**src/rtl/pps_engine_pkg.sv**
```systemverilog
// Package: pps_engine_pkg
// Shared defaults and width helpers for the second-aligned sample engine.
// Assumes every count passed to width_of is at least 1.
package pps_engine_pkg;

    // Default system clock divide for 8 MHz -> 8 kHz
    localparam int DEF_DIV     = 1000;
    // Default sample sets per second
    localparam int DEF_SAMPLES = 8000;
    // Default number of converter channels
    localparam int DEF_NCH     = 3;
    // Default seconds counter width
    localparam int DEF_SEC_W   = 32;

    // Bits needed to hold values 0..n-1, never less than 1
    function automatic int width_of(input int n);
        int w;
        w = $clog2(n);
        return (w < 1) ? 1 : w;
    endfunction

endpackage

```
**src/rtl/pps_edge_sync.sv**
```systemverilog
// Module: pps_edge_sync
// Brings the raw once-per-second pulse into the clock domain through two
// flip-flops and flags its rising edge for one cycle.
// Assumes the raw pulse stays high for at least two clock cycles.
module pps_edge_sync (
    input  logic clk,
    input  logic rst_n,
    input  logic pps_raw,
    output logic pps_edge
);

    logic meta_q;
    logic sync_q;
    logic prev_q;

    // Two-stage synchronizer plus a delayed copy for edge detection
    always_ff @(posedge clk) begin
        if (!rst_n) begin
            meta_q <= 1'b0;
            sync_q <= 1'b0;
            prev_q <= 1'b0;
        end else begin
            meta_q <= pps_raw;
            sync_q <= meta_q;
            prev_q <= sync_q;
        end
    end

    // Rising transition of the synchronized pulse
    always_comb pps_edge = sync_q & ~prev_q;

    // A level can never yield two boundaries in consecutive cycles
    assert_edge_single_R2: assert property (@(posedge clk) disable iff (!rst_n)
        pps_edge |=> !pps_edge);

endmodule

```
**src/rtl/sample_divider.sv**
```systemverilog
// Module: sample_divider
// Counts clock cycles between sample strobes. A restart forces the count to
// zero; while run is low the count rests at zero.
// Assumes DIV >= 2.
module sample_divider #(
    parameter int DIV   = pps_engine_pkg::DEF_DIV,
    localparam int CNT_W = pps_engine_pkg::width_of(DIV)
) (
    input  logic clk,
    input  logic rst_n,
    input  logic restart,
    input  logic run,
    output logic tick
);

    localparam logic [CNT_W-1:0] LAST = CNT_W'(DIV - 1);

    logic [CNT_W-1:0] cnt_q;

    // Free-running divide while enabled, hard restart on a boundary
    always_ff @(posedge clk) begin
        if (!rst_n) begin
            cnt_q <= '0;
        end else if (restart || !run) begin
            cnt_q <= '0;
        end else if (cnt_q == LAST) begin
            cnt_q <= '0;
        end else begin
            cnt_q <= cnt_q + 1'b1;
        end
    end

    // Period end, only while running and not being restarted
    always_comb tick = run && !restart && (cnt_q == LAST);

    assert_div_range_R3: assert property (@(posedge clk) disable iff (!rst_n)
        cnt_q <= LAST);

    // A restart always leaves the count at zero
    assert_div_restart_R3: assert property (@(posedge clk) disable iff (!rst_n)
        restart |=> cnt_q == '0);

endmodule

```
**src/rtl/block_sequencer.sv**
```systemverilog
// Module: block_sequencer
// Tracks the position inside the current second, issues the sample strobe
// and raises the missing and short-second flags.
// Assumes a boundary and a divider tick never both act (divider masks tick).
module block_sequencer #(
    parameter int SAMPLES = pps_engine_pkg::DEF_SAMPLES,
    localparam int IDX_W  = pps_engine_pkg::width_of(SAMPLES)
) (
    input  logic             clk,
    input  logic             rst_n,
    input  logic             boundary,
    input  logic             tick,
    output logic             run,
    output logic             strobe,
    output logic [IDX_W-1:0] idx,
    output logic             armed,
    output logic             missing,
    output logic             short_sec
);

    localparam logic [IDX_W-1:0] LAST_IDX = IDX_W'(SAMPLES - 1);

    logic full;

    // Block has produced every sample set it owns
    always_comb full = (idx == LAST_IDX);

    // Divider runs between the first boundary and block completion
    always_comb run = armed && !missing;

    // Index, strobe and status state for the current second
    always_ff @(posedge clk) begin
        if (!rst_n) begin
            idx       <= '0;
            strobe    <= 1'b0;
            armed     <= 1'b0;
            missing   <= 1'b0;
            short_sec <= 1'b0;
        end else if (boundary) begin
            idx       <= '0;
            strobe    <= 1'b1;
            armed     <= 1'b1;
            missing   <= 1'b0;
            short_sec <= armed && !full;
        end else begin
            short_sec <= 1'b0;
            strobe    <= tick && !full;
            if (tick && !full) begin
                idx <= idx + 1'b1;
            end
            if (tick && full) begin
                missing <= 1'b1;
            end
        end
    end

    assert_idx_range_R5: assert property (@(posedge clk) disable iff (!rst_n)
        idx <= LAST_IDX);

    // Boundary yields the first strobe with index 0 one cycle later
    assert_first_strobe_R3: assert property (@(posedge clk) disable iff (!rst_n)
        boundary |=> strobe && idx == '0);

    // Missing state never coexists with a strobe, and holds the index
    assert_missing_hold_R5: assert property (@(posedge clk) disable iff (!rst_n)
        missing |-> !strobe && full);

    // Short flag lasts a single cycle
    assert_short_pulse_R6: assert property (@(posedge clk) disable iff (!rst_n)
        short_sec |=> !short_sec);

endmodule

```
**src/rtl/seconds_counter.sv**
```systemverilog
// Module: seconds_counter
// Counts second boundaries; a loaded value waits in a holding register
// and replaces the increment at the next boundary.
// Assumes the counter may wrap silently at 2**SEC_W.
module seconds_counter #(
    parameter int SEC_W = pps_engine_pkg::DEF_SEC_W
) (
    input  logic             clk,
    input  logic             rst_n,
    input  logic             boundary,
    input  logic             load_en,
    input  logic [SEC_W-1:0] load_sec,
    output logic [SEC_W-1:0] seconds
);

    logic             pend_q;
    logic [SEC_W-1:0] pend_val_q;

    // Seconds value: pending load wins over the increment at a boundary
    always_ff @(posedge clk) begin
        if (!rst_n) begin
            seconds <= '0;
        end else if (boundary) begin
            seconds <= pend_q ? pend_val_q : seconds + 1'b1;
        end
    end

    // Holding register for a load awaiting the next boundary
    always_ff @(posedge clk) begin
        if (!rst_n) begin
            pend_q     <= 1'b0;
            pend_val_q <= '0;
        end else begin
            if (load_en) begin
                pend_val_q <= load_sec;
            end
            if (boundary) begin
                pend_q <= load_en;
            end else if (load_en) begin
                pend_q <= 1'b1;
            end
        end
    end

    assert_sec_step_R4: assert property (@(posedge clk) disable iff (!rst_n)
        boundary && !pend_q |=> seconds == $past(seconds) + 1'b1);

    assert_sec_hold_R7: assert property (@(posedge clk) disable iff (!rst_n)
        !boundary |=> seconds == $past(seconds));

endmodule

```
**src/rtl/pps_sample_engine.sv**
```systemverilog
// Module: pps_sample_engine
// Top of the second-aligned sample timing engine. Synchronizes the
// once-per-second pulse, restarts the sample divider on its rising edge
// and presents strobe, per-channel requests and the absolute timestamp.
// Assumes clk is the disciplined clock and pps_raw is asynchronous to it.
module pps_sample_engine #(
    parameter int  DIV     = pps_engine_pkg::DEF_DIV,
    parameter int  SAMPLES = pps_engine_pkg::DEF_SAMPLES,
    parameter int  NCH     = pps_engine_pkg::DEF_NCH,
    parameter int  SEC_W   = pps_engine_pkg::DEF_SEC_W,
    localparam int IDX_W   = pps_engine_pkg::width_of(SAMPLES)
) (
    input  logic             clk,
    input  logic             rst_n,
    input  logic             pps_raw,
    input  logic             load_en,
    input  logic [SEC_W-1:0] load_sec,
    output logic             sample_strobe,
    output logic [NCH-1:0]   chan_req,
    output logic [IDX_W-1:0] sample_idx,
    output logic [SEC_W-1:0] seconds,
    output logic             pps_seen,
    output logic             pps_missing,
    output logic             short_second
);

    logic boundary;
    logic tick;
    logic run;

    pps_edge_sync u_sync (
        .clk      (clk),
        .rst_n    (rst_n),
        .pps_raw  (pps_raw),
        .pps_edge (boundary)
    );

    sample_divider #(.DIV(DIV)) u_div (
        .clk     (clk),
        .rst_n   (rst_n),
        .restart (boundary),
        .run     (run),
        .tick    (tick)
    );

    block_sequencer #(.SAMPLES(SAMPLES)) u_seq (
        .clk       (clk),
        .rst_n     (rst_n),
        .boundary  (boundary),
        .tick      (tick),
        .run       (run),
        .strobe    (sample_strobe),
        .idx       (sample_idx),
        .armed     (pps_seen),
        .missing   (pps_missing),
        .short_sec (short_second)
    );

    seconds_counter #(.SEC_W(SEC_W)) u_sec (
        .clk      (clk),
        .rst_n    (rst_n),
        .boundary (boundary),
        .load_en  (load_en),
        .load_sec (load_sec),
        .seconds  (seconds)
    );

    // One request line per channel, all fired by the same strobe
    for (genvar ch = 0; ch < NCH; ch++) begin : g_chan
        always_comb chan_req[ch] = sample_strobe;
    end

    assert_no_strobe_unarmed_R1: assert property (@(posedge clk) disable iff (!rst_n)
        !pps_seen |-> !sample_strobe);

    assert_seen_sticky_R8: assert property (@(posedge clk) disable iff (!rst_n)
        pps_seen |=> pps_seen);

    assert_short_realign_R6: assert property (@(posedge clk) disable iff (!rst_n)
        short_second |-> sample_strobe && sample_idx == '0);

endmodule

```
**config.mk**
```make
export PLATFORM = sky130hd
export DESIGN_NAME = pps_sample_engine
export DESIGN_NICKNAME = d
export VERILOG_FILES = /design/src/rtl/pps_engine_pkg.sv /design/src/rtl/pps_edge_sync.sv /design/src/rtl/sample_divider.sv /design/src/rtl/block_sequencer.sv /design/src/rtl/seconds_counter.sv /design/src/rtl/pps_sample_engine.sv
export SDC_FILE = /design/constraint.sdc
export NUM_CORES = 1
export LEC_CHECK = 0
export ABC_AREA = 1
export BUFFER_PORTS_ARGS = -buffer_cell sky130_fd_sc_hd__buf_2
export CORE_MARGIN = 4
export CORE_UTILIZATION = 25
export DETAILED_ROUTE_END_ITERATION = 10
export PLACE_DENSITY = 0.45
export SLEW_MARGIN = 20
export SYNTH_ARGS = -nofsm -noshare
export SYNTH_HDL_FRONTEND = slang
export SYNTH_SLANG_ARGS = --single-unit
```
**constraint.sdc**
```tcl
create_clock -name clk -period 3.77 [get_ports clk]
set_input_delay 0.377 -clock clk [delete_from_list [all_inputs] [get_ports clk]]
set_output_delay 0.377 -clock clk [all_outputs]
set_load 0.005 [all_outputs]
```
==> results of run 1 <==
[cells by family (layout without fill, tap and decap cells)]
logic type,count (synthesis),count (layout),synth area share
and+or+nand+nor,493,493,0.4157
DFF,95,95,0.3820
buffers and inverters,94,174,0.07715
AOI/OAI and AO/OA,87,87,0.09650
xor gates and xnor gates,12,12,0.02111
adders and majority gates,3,3,0.007540
[how the worst max path moves through the flow]
stage                               from                              to  slack, ns  cells after the start
3_5_place_dp                       rst_n  u_sec.seconds[16]$_SDFFE_PN0P_       1.41                      7
4_1_cts                            rst_n   u_sec.seconds[8]$_SDFFE_PN0P_       1.80                      7
5_1_grt                            rst_n  u_sec.seconds[11]$_SDFFE_PN0P_       1.57                      7
3_3_place_gp                       rst_n   u_sec.seconds[7]$_SDFFE_PN0P_       1.45                      7
6_report                           rst_n   u_sec.seconds[8]$_SDFFE_PN0P_       1.83                      7
2_1_floorplan  u_seq.idx[0]$_SDFFE_PP0P_       u_seq.idx[0]$_SDFFE_PP0P_       2.18                      8
[metrics by stage]
step                        util  instance area, µm²
final                     0.3051                5957
after global routing      0.3051                5957
after CTS                 0.3051                5957
after detailed placement  0.2890                5643
after global placement    0.2890                5643
after floorplan                -                4979
[sequential cells by signal, indices dropped and copies added, names as in the netlist]
name	cells
u_div.cnt_q	10
u_sec.pend_q	1
u_sec.pend_val_q	32
u_sec.seconds	32
u_seq.armed	1
u_seq.idx	13
u_seq.missing	1
u_seq.short_sec	1
u_seq.strobe	1
u_sync.meta_q	1
u_sync.prev_q	1
u_sync.sync_q	1
[critical path, delay by kind of cell]
kind,cells,cell delay [ns]
buf+inv,5,1.48
compound gates,1,0.17
simple gates,1,0.07
[layer usage]
metal  part of all wire  global-route usage
met4              0.013             0.03799
met2               0.46              0.2324
met3              0.041             0.03586
met1               0.48              0.1827
met5                  0                   0
[report_power, final]
| group | switching, W | internal, W | leakage [nW] |
|---|---|---|---|
| clock | 0.000412 | 0.000580 | 0.148 |
| combinational | 0.000111 | 0.0000645 | 1.59 |
| sequential | 0.0000323 | 0.00104 | 0.776 |
[layout make-up]
class / instances / area [µm²]
inverters: 67 / 251.5
well taps: 265 / 331.6
clock buffers: 10 / 229.0
multi-input cells: 595 / 2693
repair buffers: 91 / 465.4
fillers: 2258 / 13570
flip-flops and latches: 95 / 1902
clock inverters: 6 / 85.08
[placed cells by master, fill, tap and decap left out, types with 3 or more instances in the layout]
| cell | netlist | layout |
|---|---|---|
| nand2_2 | 7 | 7 |
| a21oi_1 | 15 | 15 |
| dfxtp_1 | 95 | 95 |
| nor2_1 | 183 | 183 |
| a21oi_2 | 10 | 10 |
| nand4_1 | 7 | 7 |
| nor3_1 | 6 | 6 |
| nor2_4 | 3 | 3 |
| clkbuf_16 | 0 | 9 |
| xnor2_1 | 3 | 3 |
| nor2_2 | 5 | 5 |
| inv_1 | 64 | 64 |
| nand3_1 | 49 | 49 |
| buf_4 | 3 | 4 |
| o21ai_0 | 58 | 58 |
| ha_1 | 3 | 3 |
| nand3b_1 | 3 | 3 |
| nand2_1 | 222 | 222 |
| xor2_1 | 9 | 9 |
| buf_2 | 3 | 87 |
==> results.toml, run 1 <==
[status]
status = "finished, final reports clean"

[critical_path]
worstPathCellList = "buf_2 -> buf_4 -> inv_1 -> nor2_1 -> buf_4 -> inv_1 -> o21ai_0"
start_kind = "primary input"
critical_path_arrival_ns = 2.13
worst_path_max_delay_cell = "inv_1"
critPathRequiredTime_ns = 3.96
r2r-start = "u_sync.prev_q$_SDFF_PN0_"
slowest_delay_ns = 0.77
end_kind = "flop"
path_class = "in2reg"
r2r_cells = 7
rrSetupSlack_ns = 1.86
r2r-end = "u_sec.seconds[8]$_SDFFE_PN0P_"
cp_max_fo = 37

[min_path]
min_to = "u_sync.meta_q$_SDFF_PN0_"
hp-start = "pps_raw"
hold_depth = 3
hold_class = "in2reg"

[timing]
slew_viol_final = 0
hold_violations = 0
min_period_ns = 1.937
whs_ns = 0.2088
timing.slew.headroom = 0.3136
tightest_slew_ns = 1.029
setup_tns_ns = 0
rsz0062_at_grt = "false"
max_freq_ghz = 0.5163
finalCritPeriodShare = 0.5138
setup_viol = 0
skew_ns = 0.007873
layout_setup_ws_ns = 1.833

[global_route]
grt_first_pass_wirelength_mm = 24.51
antenna_found_initial = 0
grt_pass1_vias = 4659
overflow = 0
grt_max_degree = 54
grt_use_total = 0.1406

[synthesis]
yosys.area.top_type = "dfxtp_1"
synth_edf_count = 0
yosys_warnings = 0
synthMostInstantiatedCell = "nand2_1"
synth_seq_cells = 95
synth_area_um2 = 4979
synth_nets = 823
synth.top_cell.area_share = 0.3820
netlist_top_cells_count = "nand2_1 (222), nor2_1 (183), dfxtp_1 (95), inv_1 (64), o21ai_0 (58)"
avgSynthCellArea_um2 = 6.350
ys_top_cells_by_area = "dfxtp_1 (38%), nand2_1 (17%), nor2_1 (14%)"
async_flop_share = 0
synthFlopType = "dfxtp_1"
synth_cells = 784
ys_types = 33
ys_seq_area_frac = 0.3820

[placement]
port_buffers = 87
dpl_worst_slack_ns = 1.412
place_inst = 1113
hpwl_mm = 10.93
gp_congestion = 0.7746

[routing]
drtIter0Drc = 204
wl_per_cell_um = 13.40
firstDrtPassIters = 4
viasPerCell = 4.265
vias = 4815
drc = 0
drt_wl_total_mm = 15.13
ant_nets = 0

[cts]
clk_pin_slew_ns = 0.06
root_buffer = "clkbuf_16"
ctsResizeCount = 0
cts_setup_buffers = 0
ctsHoldBuffers = 0
cts-buffers-inserted = 9
h-tree-depth = 3
cts_tree = "done"
cts_max_path_buffers = 2
cts_sinks = 95
insertion_delay_ns = 0.36

[layout]
final_nets = 898
num_antenna_cells = 0
drive_above_1_share = 0.1620
final_cells = 1129
area_growth_pct = 19.65

[die]
start_util = 0.2550
dieArea_um2 = 22240
pin_count = 88
die_h_um = 149.1
row_count = 51
core_um2 = 19530
die_w_um = 149.1

[power_and_ir_drop]
ir_worst_vdd_uv = 203.2
leakagePower_nw = 2.516
total_power_w = 0.002240
power.density_nw_per_um2 = 376.0

[flow_run]
cap_violations = 0
No activity file was read; power rests on OpenSTA's default activity.
==> inputs of run 2 (changes only) <==
--- a/config.mk
+++ b/config.mk
@@ -10,7 +10,7 @@
 export CORE_MARGIN = 4
 export CORE_UTILIZATION = 25
 export DETAILED_ROUTE_END_ITERATION = 10
-export PLACE_DENSITY = 0.45
+export PLACE_DENSITY = 0.46
 export SLEW_MARGIN = 20
 export SYNTH_ARGS = -nofsm -noshare
 export SYNTH_HDL_FRONTEND = slang
==> constraint.sdc (replaced) <==
create_clock -name clk -period 1.69 [get_ports clk]
set_input_delay 0.169 -clock clk [delete_from_list [all_inputs] [get_ports clk]]
set_output_delay 0.169 -clock clk [all_outputs]
set_load 0.005 [all_outputs]
==> run 2 against run 1 <==
Sequential power rose by 120%. Worst setup slack got worse by 1.7 ns. Final cell count rose by 4.2%. Sequential cell count did not move. Design area rose by 7.1%. Via count rose by 4.6%. Core utilization rose by 2.2 points. Hold slack got worse by 0.17 ns. Critical path type is now reg2reg. Largest cell class unchanged.
==> results.toml, run 2 (synthesis gave the netlist of run 1 again) <==
[critical_path]
cp.depth = 9
critical_path_arrival_ns = 1.77
slowest_delay_ns = 0.44
end_kind = "flop"
crit_buf_inv = 0
r2r-start = "u_sec.seconds[11]$_SDFFE_PN0P_"
path_class = "reg2reg"
rrSetupSlack_ns = 0.17
r2r_cells = 9
r2r-end = "u_sec.seconds[28]$_SDFFE_PN0P_"
cp_max_fo = 5
critPathRequiredTime_ns = 1.94
path_common_cell = "nand2_1"
crit_family = "simple AND/OR/NAND/NOR gates"
worst_path_max_delay_cell = "dfxtp_1"
crit_path_start = "u_sec.seconds[11]$_SDFFE_PN0P_"
worstPathCellList = "nand2_1 -> nor2_1 -> nand2_1 -> nor2_1 -> nand2_1 -> nand2_1 -> nand3_1 -> nand2_1 -> nand2_1"
start_kind = "flop"

[min_path]
hold_class = "in2reg"
min_to = "u_sec.pend_val_q[13]$_SDFFE_PN0P_"
hp-start = "load_sec[13]"
hold_depth = 3

[timing]
skew_ns = 0.01038
timing.slew.headroom = 0.7298
max_freq_ghz = 0.6562
setup_tns_ns = 0
hold_violations = 0
rsz0062_at_grt = "false"
slew_viol_final = 0
finalCritPeriodShare = 0.9018
min_period_ns = 1.524
tightest_slew_ns = 0.4041
setup_viol = 0
layout_setup_ws_ns = 0.1660

[power_and_ir_drop]
ir_worst_vdd_uv = 541.9
swShare = 0.2554
pwr-share-clk = 0.426
total_power_w = 0.004957
p_int_w = 0.003691
p_seq_frac = 0.480
leakagePower_nw = 2.775
power.density_nw_per_um2 = 777.3
p_sw_w = 0.001266
combPwrFrac = 0.093

[placement]
port_buffers = 87
hpwl_mm = 11.85
place_inst = 1159
placed_cell_area_um2 = 6026
dpl_worst_slack_ns = 0.04504
gp_congestion = 0.8648

[global_route]
overflow = 0
grt.busiest_layer = "met2"
grt_use_total = 0.1444
antenna_found_initial = 0
grtUsageMet3 = 0.03342
grt_pass1_vias = 4851
grt_use_met1 = 0.2057
grt_max_degree = 34
grt_first_pass_wirelength_mm = 25.63
grtUsageMet2 = 0.2227

[layout]
num_antenna_cells = 0
final_cells = 1176
area_growth_pct = 28.10
fin_area_um2 = 6377
final_common_cell = "nand2_1"
top_regs = "u_sec.pend_val_q (32), u_sec.seconds (32), u_seq.idx (13)"
final_cell_mix = "nand2_1 (221), nor2_1 (181), dfxtp_1 (93)"
drive_above_1_share = 0.2119
final_nets = 946

[cts]
clk_pin_slew_ns = 0.07
cts_tree = "done"
cts-buffers-inserted = 9
h-tree-depth = 3
cts_sinks = 95
root_buffer = "clkbuf_16"
insertion_delay_ns = 0.35
cts_max_path_buffers = 2

[die]
row_count = 51
dieArea_um2 = 22240
die_w_um = 149.1
start_util = 0.2550
pin_count = 88
die_h_um = 149.1
core_um2 = 19530

[routing]
wl_per_cell_um = 13.07
firstDrtPassIters = 5
vias = 5036
viasPerCell = 4.282
drc = 0
drt_wl_total_mm = 15.37
ant_nets = 0
drtIter0Drc = 246

[flow_run]
cap_violations = 0

[status]
status = "finished, final reports clean"
[run 2: changes by cell type in the layout (fill, tap and decap cells not counted), sizes merged]
cell,before,now
buf,91,138
dlygate4sd3,0,1
bufinv,2,1
[run 2: how the worst max path moves through the flow]
stage | to | slack, ns
2_1_floorplan | u_seq.idx[0]$_SDFFE_PP0P_ | 0.1
3_3_place_gp | u_sec.seconds[20]$_SDFFE_PN0P_ | 0.08
3_5_place_dp | u_sec.seconds[24]$_SDFFE_PN0P_ | 0.05
4_1_cts | u_sec.seconds[24]$_SDFFE_PN0P_ | 0.04
5_1_grt | u_sec.seconds[15]$_SDFFE_PN0P_ | 0.01
6_report | u_sec.seconds[28]$_SDFFE_PN0P_ | 0.17
[run 2: power groups by stage]
stage / clock network, W / logic, W / registers [W]
2_1_floorplan: 0 / 0.000256 / 0.00242
3_3_place_gp: 0 / 0.000468 / 0.00243
3_5_place_dp: 0 / 0.000468 / 0.00243
4_1_cts: 0.00218 / 0.000473 / 0.00238
5_1_grt: 0.00226 / 0.000535 / 0.00239
6_report: 0.00211 / 0.000463 / 0.00238
[run 2: through the flow]
stage | hold WS (ns) | util
after floorplan | 0.2666 | -
after global placement | 0.3545 | 0.3086
after detailed placement | 0.3555 | 0.3086
after CTS | 0.03095 | 0.3244
after global routing | 0.05005 | 0.3266
final | 0.04087 | 0.3266
[run 2: per-layer routing]
layer  vias to the layer above  part of all wire
met2                        63              0.44
met5                         -                 0
met3                         9             0.041
met1                      2264              0.51
li1                       2700                 -
met4                         0             0.010
[run 2: repair_timing]
action                                  4_1_cts  5_1_grt
hold buffers                                  1        0
endpoints found under the setup margin        0       28
hold endpoints to repair                      1        0
gates resized for setup                       0       10
buffers inserted                              0        1
[run 2: worst reg2reg max path: cells and delay by family, from the launching register on]
| family | cells | cell delay, ns |
|---|---|---|
| AND/OR/NAND/NOR | 9 | 0.99 |
| flip-flops | 1 | 0.44 |
[run 2: layout make-up]
type                    count  area, µm²
clock buffers              10      239.0
clock inverters             5      58.81
fillers                  2199      13150
inverters                  67      251.5
multi-input cells         595       2726
flip-flops and latches     95       1904
well taps                 265      331.6
repair buffers            139      865.8
==> inputs of run 3 (changes only) <==
--- a/config.mk
+++ b/config.mk
@@ -5,12 +5,11 @@
 export SDC_FILE = /design/constraint.sdc
 export NUM_CORES = 1
 export LEC_CHECK = 0
-export ABC_AREA = 1
 export BUFFER_PORTS_ARGS = -buffer_cell sky130_fd_sc_hd__buf_2
 export CORE_MARGIN = 4
 export CORE_UTILIZATION = 25
 export DETAILED_ROUTE_END_ITERATION = 10
-export PLACE_DENSITY = 0.46
+export PLACE_DENSITY = 0.47
 export SLEW_MARGIN = 20
 export SYNTH_ARGS = -nofsm -noshare
 export SYNTH_HDL_FRONTEND = slang
==> run 3 against run 2 <==
The run now ends with setup timing left. Core utilization rose by 3.3 points. Hold slack better by 0.018 ns. Clock-buffer cell count grew 3. Critical path depth fell by 3. Maximum frequency down 11%. Sequential cell count did not move. Global-route usage decreased by 1.1 points. Non-clock buffer count grew 26. Critical endpoint is now u_seq.idx[5]$_SDFFE_PP0P_. Largest power group unchanged. Highest routed layer is now met5.
==> results.toml, run 3 <==
[critical_path]
path_class = "reg2reg"
crit_path_start = "u_div.cnt_q[1]$_SDFF_PP0_"
rrSetupSlack_ns = -0.01
critPathRequiredTime_ns = 1.97
critical_path_arrival_ns = 1.98
cp_max_fo = 8
crit_buf_inv = 0
end_kind = "flop"
cp.depth = 6
worstPathCellList = "ha_4 -> and4_4 -> and4_4 -> nand3_4 -> or4_4 -> a21oi_2"
start_kind = "flop"
crit_family = "simple AND/OR/NAND/NOR gates"
r2r_cells = 6
path_common_cell = "and4_4"
slowest_delay_ns = 0.45
worst_path_max_delay_cell = "or4_4"
r2r-start = "u_div.cnt_q[1]$_SDFF_PP0_"

[die]
row_count = 47
dieArea_um2 = 19490
pin_count = 88
die_w_um = 139.6
die_h_um = 139.6
core_um2 = 16760
start_util = 0.2583

[routing]
drc = 0
drt_wl_total_mm = 12.84
drtIter0Drc = 165
wl_per_cell_um = 15.07
firstDrtPassIters = 4
viasPerCell = 4.738
vias = 4037
ant_nets = 0

[cts]
cts_sinks = 95
cts_max_path_buffers = 2
root_buffer = "clkbuf_16"
insertion_delay_ns = 0.35
h-tree-depth = 3
clk_pin_slew_ns = 0.06
ctsHoldBuffers = 0
cts-buffers-inserted = 9
cts_tree = "done"

[synthesis]
netlist_top_cells_count = "dfxtp_1 (95), mux2i_1 (37), o21ai_0 (37), nor2_1 (36), nor2b_1 (35)"
synth_area_um2 = 4329
synth_cells = 478
ys_top_cells_by_area = "dfxtp_1 (44%), mux2i_1 (8.6%), nor2b_1 (5.1%)"
synthMostInstantiatedCell = "dfxtp_1"
synth_edf_count = 0
synth_seq_cells = 95
yosys.area.top_type = "dfxtp_1"
avgSynthCellArea_um2 = 9.057
synthFlopType = "dfxtp_1"
synth.top_cell.area_share = 0.4393
synth_nets = 517
yosys_warnings = 0
async_flop_share = 0
ys_types = 47
ys_seq_area_frac = 0.4393

[layout]
num_antenna_cells = 0
fin_util = 0.3594
top_regs = "u_sec.pend_val_q (32), u_sec.seconds (32), u_seq.idx (13)"
area_growth_pct = 39.13
fin_area_um2 = 6023
final_cell_mix = "buf_2 (87), dfxtp_1 (82), buf_4 (74)"
final_nets = 666
drive_above_1_share = 0.3418
fillers = 1755
final_cells = 852
final_common_cell = "buf_2"

[timing]
skew_ns = 0.008682
min_period_ns = 1.704
hold_violations = 0
timing.slew.headroom = 0.7458
tightest_slew_ns = 0.3802
max_freq_ghz = 0.5868
finalCritPeriodShare = 1.008
rsz0062_at_grt = "true"
layout_setup_ws_ns = -0.01408
slew_viol_final = 0
setup_viol = 3

[status]
status = "finished with violations"
violations = "setup timing"

[flow_run]
cap_violations = 0

[global_route]
grt_first_pass_wirelength_mm = 21.00
overflow = 0
grt_use_total = 0.1330
grt_pass1_vias = 4111
antenna_found_initial = 1
grt_max_degree = 34

[power_and_ir_drop]
pwr-share-clk = 0.453
ir_worst_vdd_uv = 491.2
combPwrFrac = 0.070
p_sw_w = 0.001074
p_int_w = 0.003843
leakagePower_nw = 2.593
total_power_w = 0.004917
p_seq_frac = 0.477
power.density_nw_per_um2 = 816.3
swShare = 0.2185

[placement]
hpwl_mm = 9.196
place_inst = 829
gp_congestion = 0.8088
placed_cell_area_um2 = 5495
port_buffers = 87

[min_path]
hold_class = "in2reg"
hp-start = "pps_raw"
hold_depth = 2
[run 3: cell types whose count changed in the layout (fill, tap and decap cells not counted), moves of 10 or more]
| cell | before | now |
|---|---|---|
| xnor2_1 | 3 | 13 |
| nand3_1 | 49 | 22 |
| nor2b_1 | 0 | 35 |
| inv_1 | 64 | 5 |
| mux2i_1 | 0 | 37 |
| buf_4 | 48 | 74 |
| a22oi_1 | 0 | 15 |
| dfxtp_1 | 93 | 82 |
| nand2_1 | 221 | 29 |
| nor2_1 | 181 | 36 |
| xor2_1 | 9 | 21 |
| dfxtp_2 | 2 | 13 |
| o21ai_0 | 58 | 35 |
[run 3: path summary, 6_finish.rpt]
path / endpoint
worst max-delay path: u_seq.idx[5]$_SDFFE_PP0P_
worst max register to register: u_seq.idx[5]$_SDFFE_PP0P_
worst min-delay path: u_sync.meta_q$_SDFF_PN0_
worst min register to register: u_sync.sync_q$_SDFF_PN0_
[run 3: cell families after synthesis]
family                     share of synthesized area
buffers and inverters                        0.03295
AOI/OAI and AO/OA                             0.1136
adders and majority gates                   0.008671
DFF                                           0.4393
xor gates and xnor gates                     0.06879
muxes                                        0.08555
and+or+nand+nor                               0.2512
[run 3: area by class of cell]
cell class	instances	area [µm²]	share of cell area
Tap cell	220	275.3	0.04570
Clock buffer	13	260.3	0.04321
Clock inverter	3	65.06	0.01080
Timing Repair Buffer	165	1054	0.1749
Multi-Input combinational cell	351	2432	0.4038
Sequential cell	95	1918	0.3184
Inverter	5	18.77	0.003116
[run 3: power groups by stage]
| stage | Clock [W] | Sequential (W) | Combinational, W |
|---|---|---|---|
| 2_1_floorplan | 0 | 0.00239 | 0.000188 |
| 3_3_place_gp | 0 | 0.00239 | 0.000340 |
| 3_5_place_dp | 0 | 0.00239 | 0.000346 |
| 4_1_cts | 0.00231 | 0.00234 | 0.000348 |
| 5_1_grt | 0.00239 | 0.00235 | 0.000384 |
| 6_report | 0.00223 | 0.00235 | 0.000343 |
[run 3: through the flow]
stage / hold WS, ns / setup WS [ns] / setup TNS, ns
2_1_floorplan: 0.2963 / 0.01450 / 0
3_3_place_gp: 0.4185 / -0.1826 / -0.8336
3_5_place_dp: 0.4108 / -0.2471 / -1.459
4_1_cts: 0.04022 / -0.02314 / -0.02314
5_1_grt: 0.06472 / -0.08017 / -0.2669
6_report: 0.05885 / -0.01408 / -0.03076
[run 3: metal layers]
layer  track usage  vias up  share of wire
li1              -     2003              -
met1        0.1701     1928           0.47
met2        0.2155       93           0.46
met3       0.04528       11          0.054
met4       0.03570        2         0.0096
met5             0        -         0.0010
[run 3: what timing repair did]
item / in CTS / in global routing
endpoints found under the setup margin: 15 / 24
gates resized for setup: 11 / 29
pin swaps: 8 / 9
gates cloned: 1 / 0
buffers inserted: 4 / 2
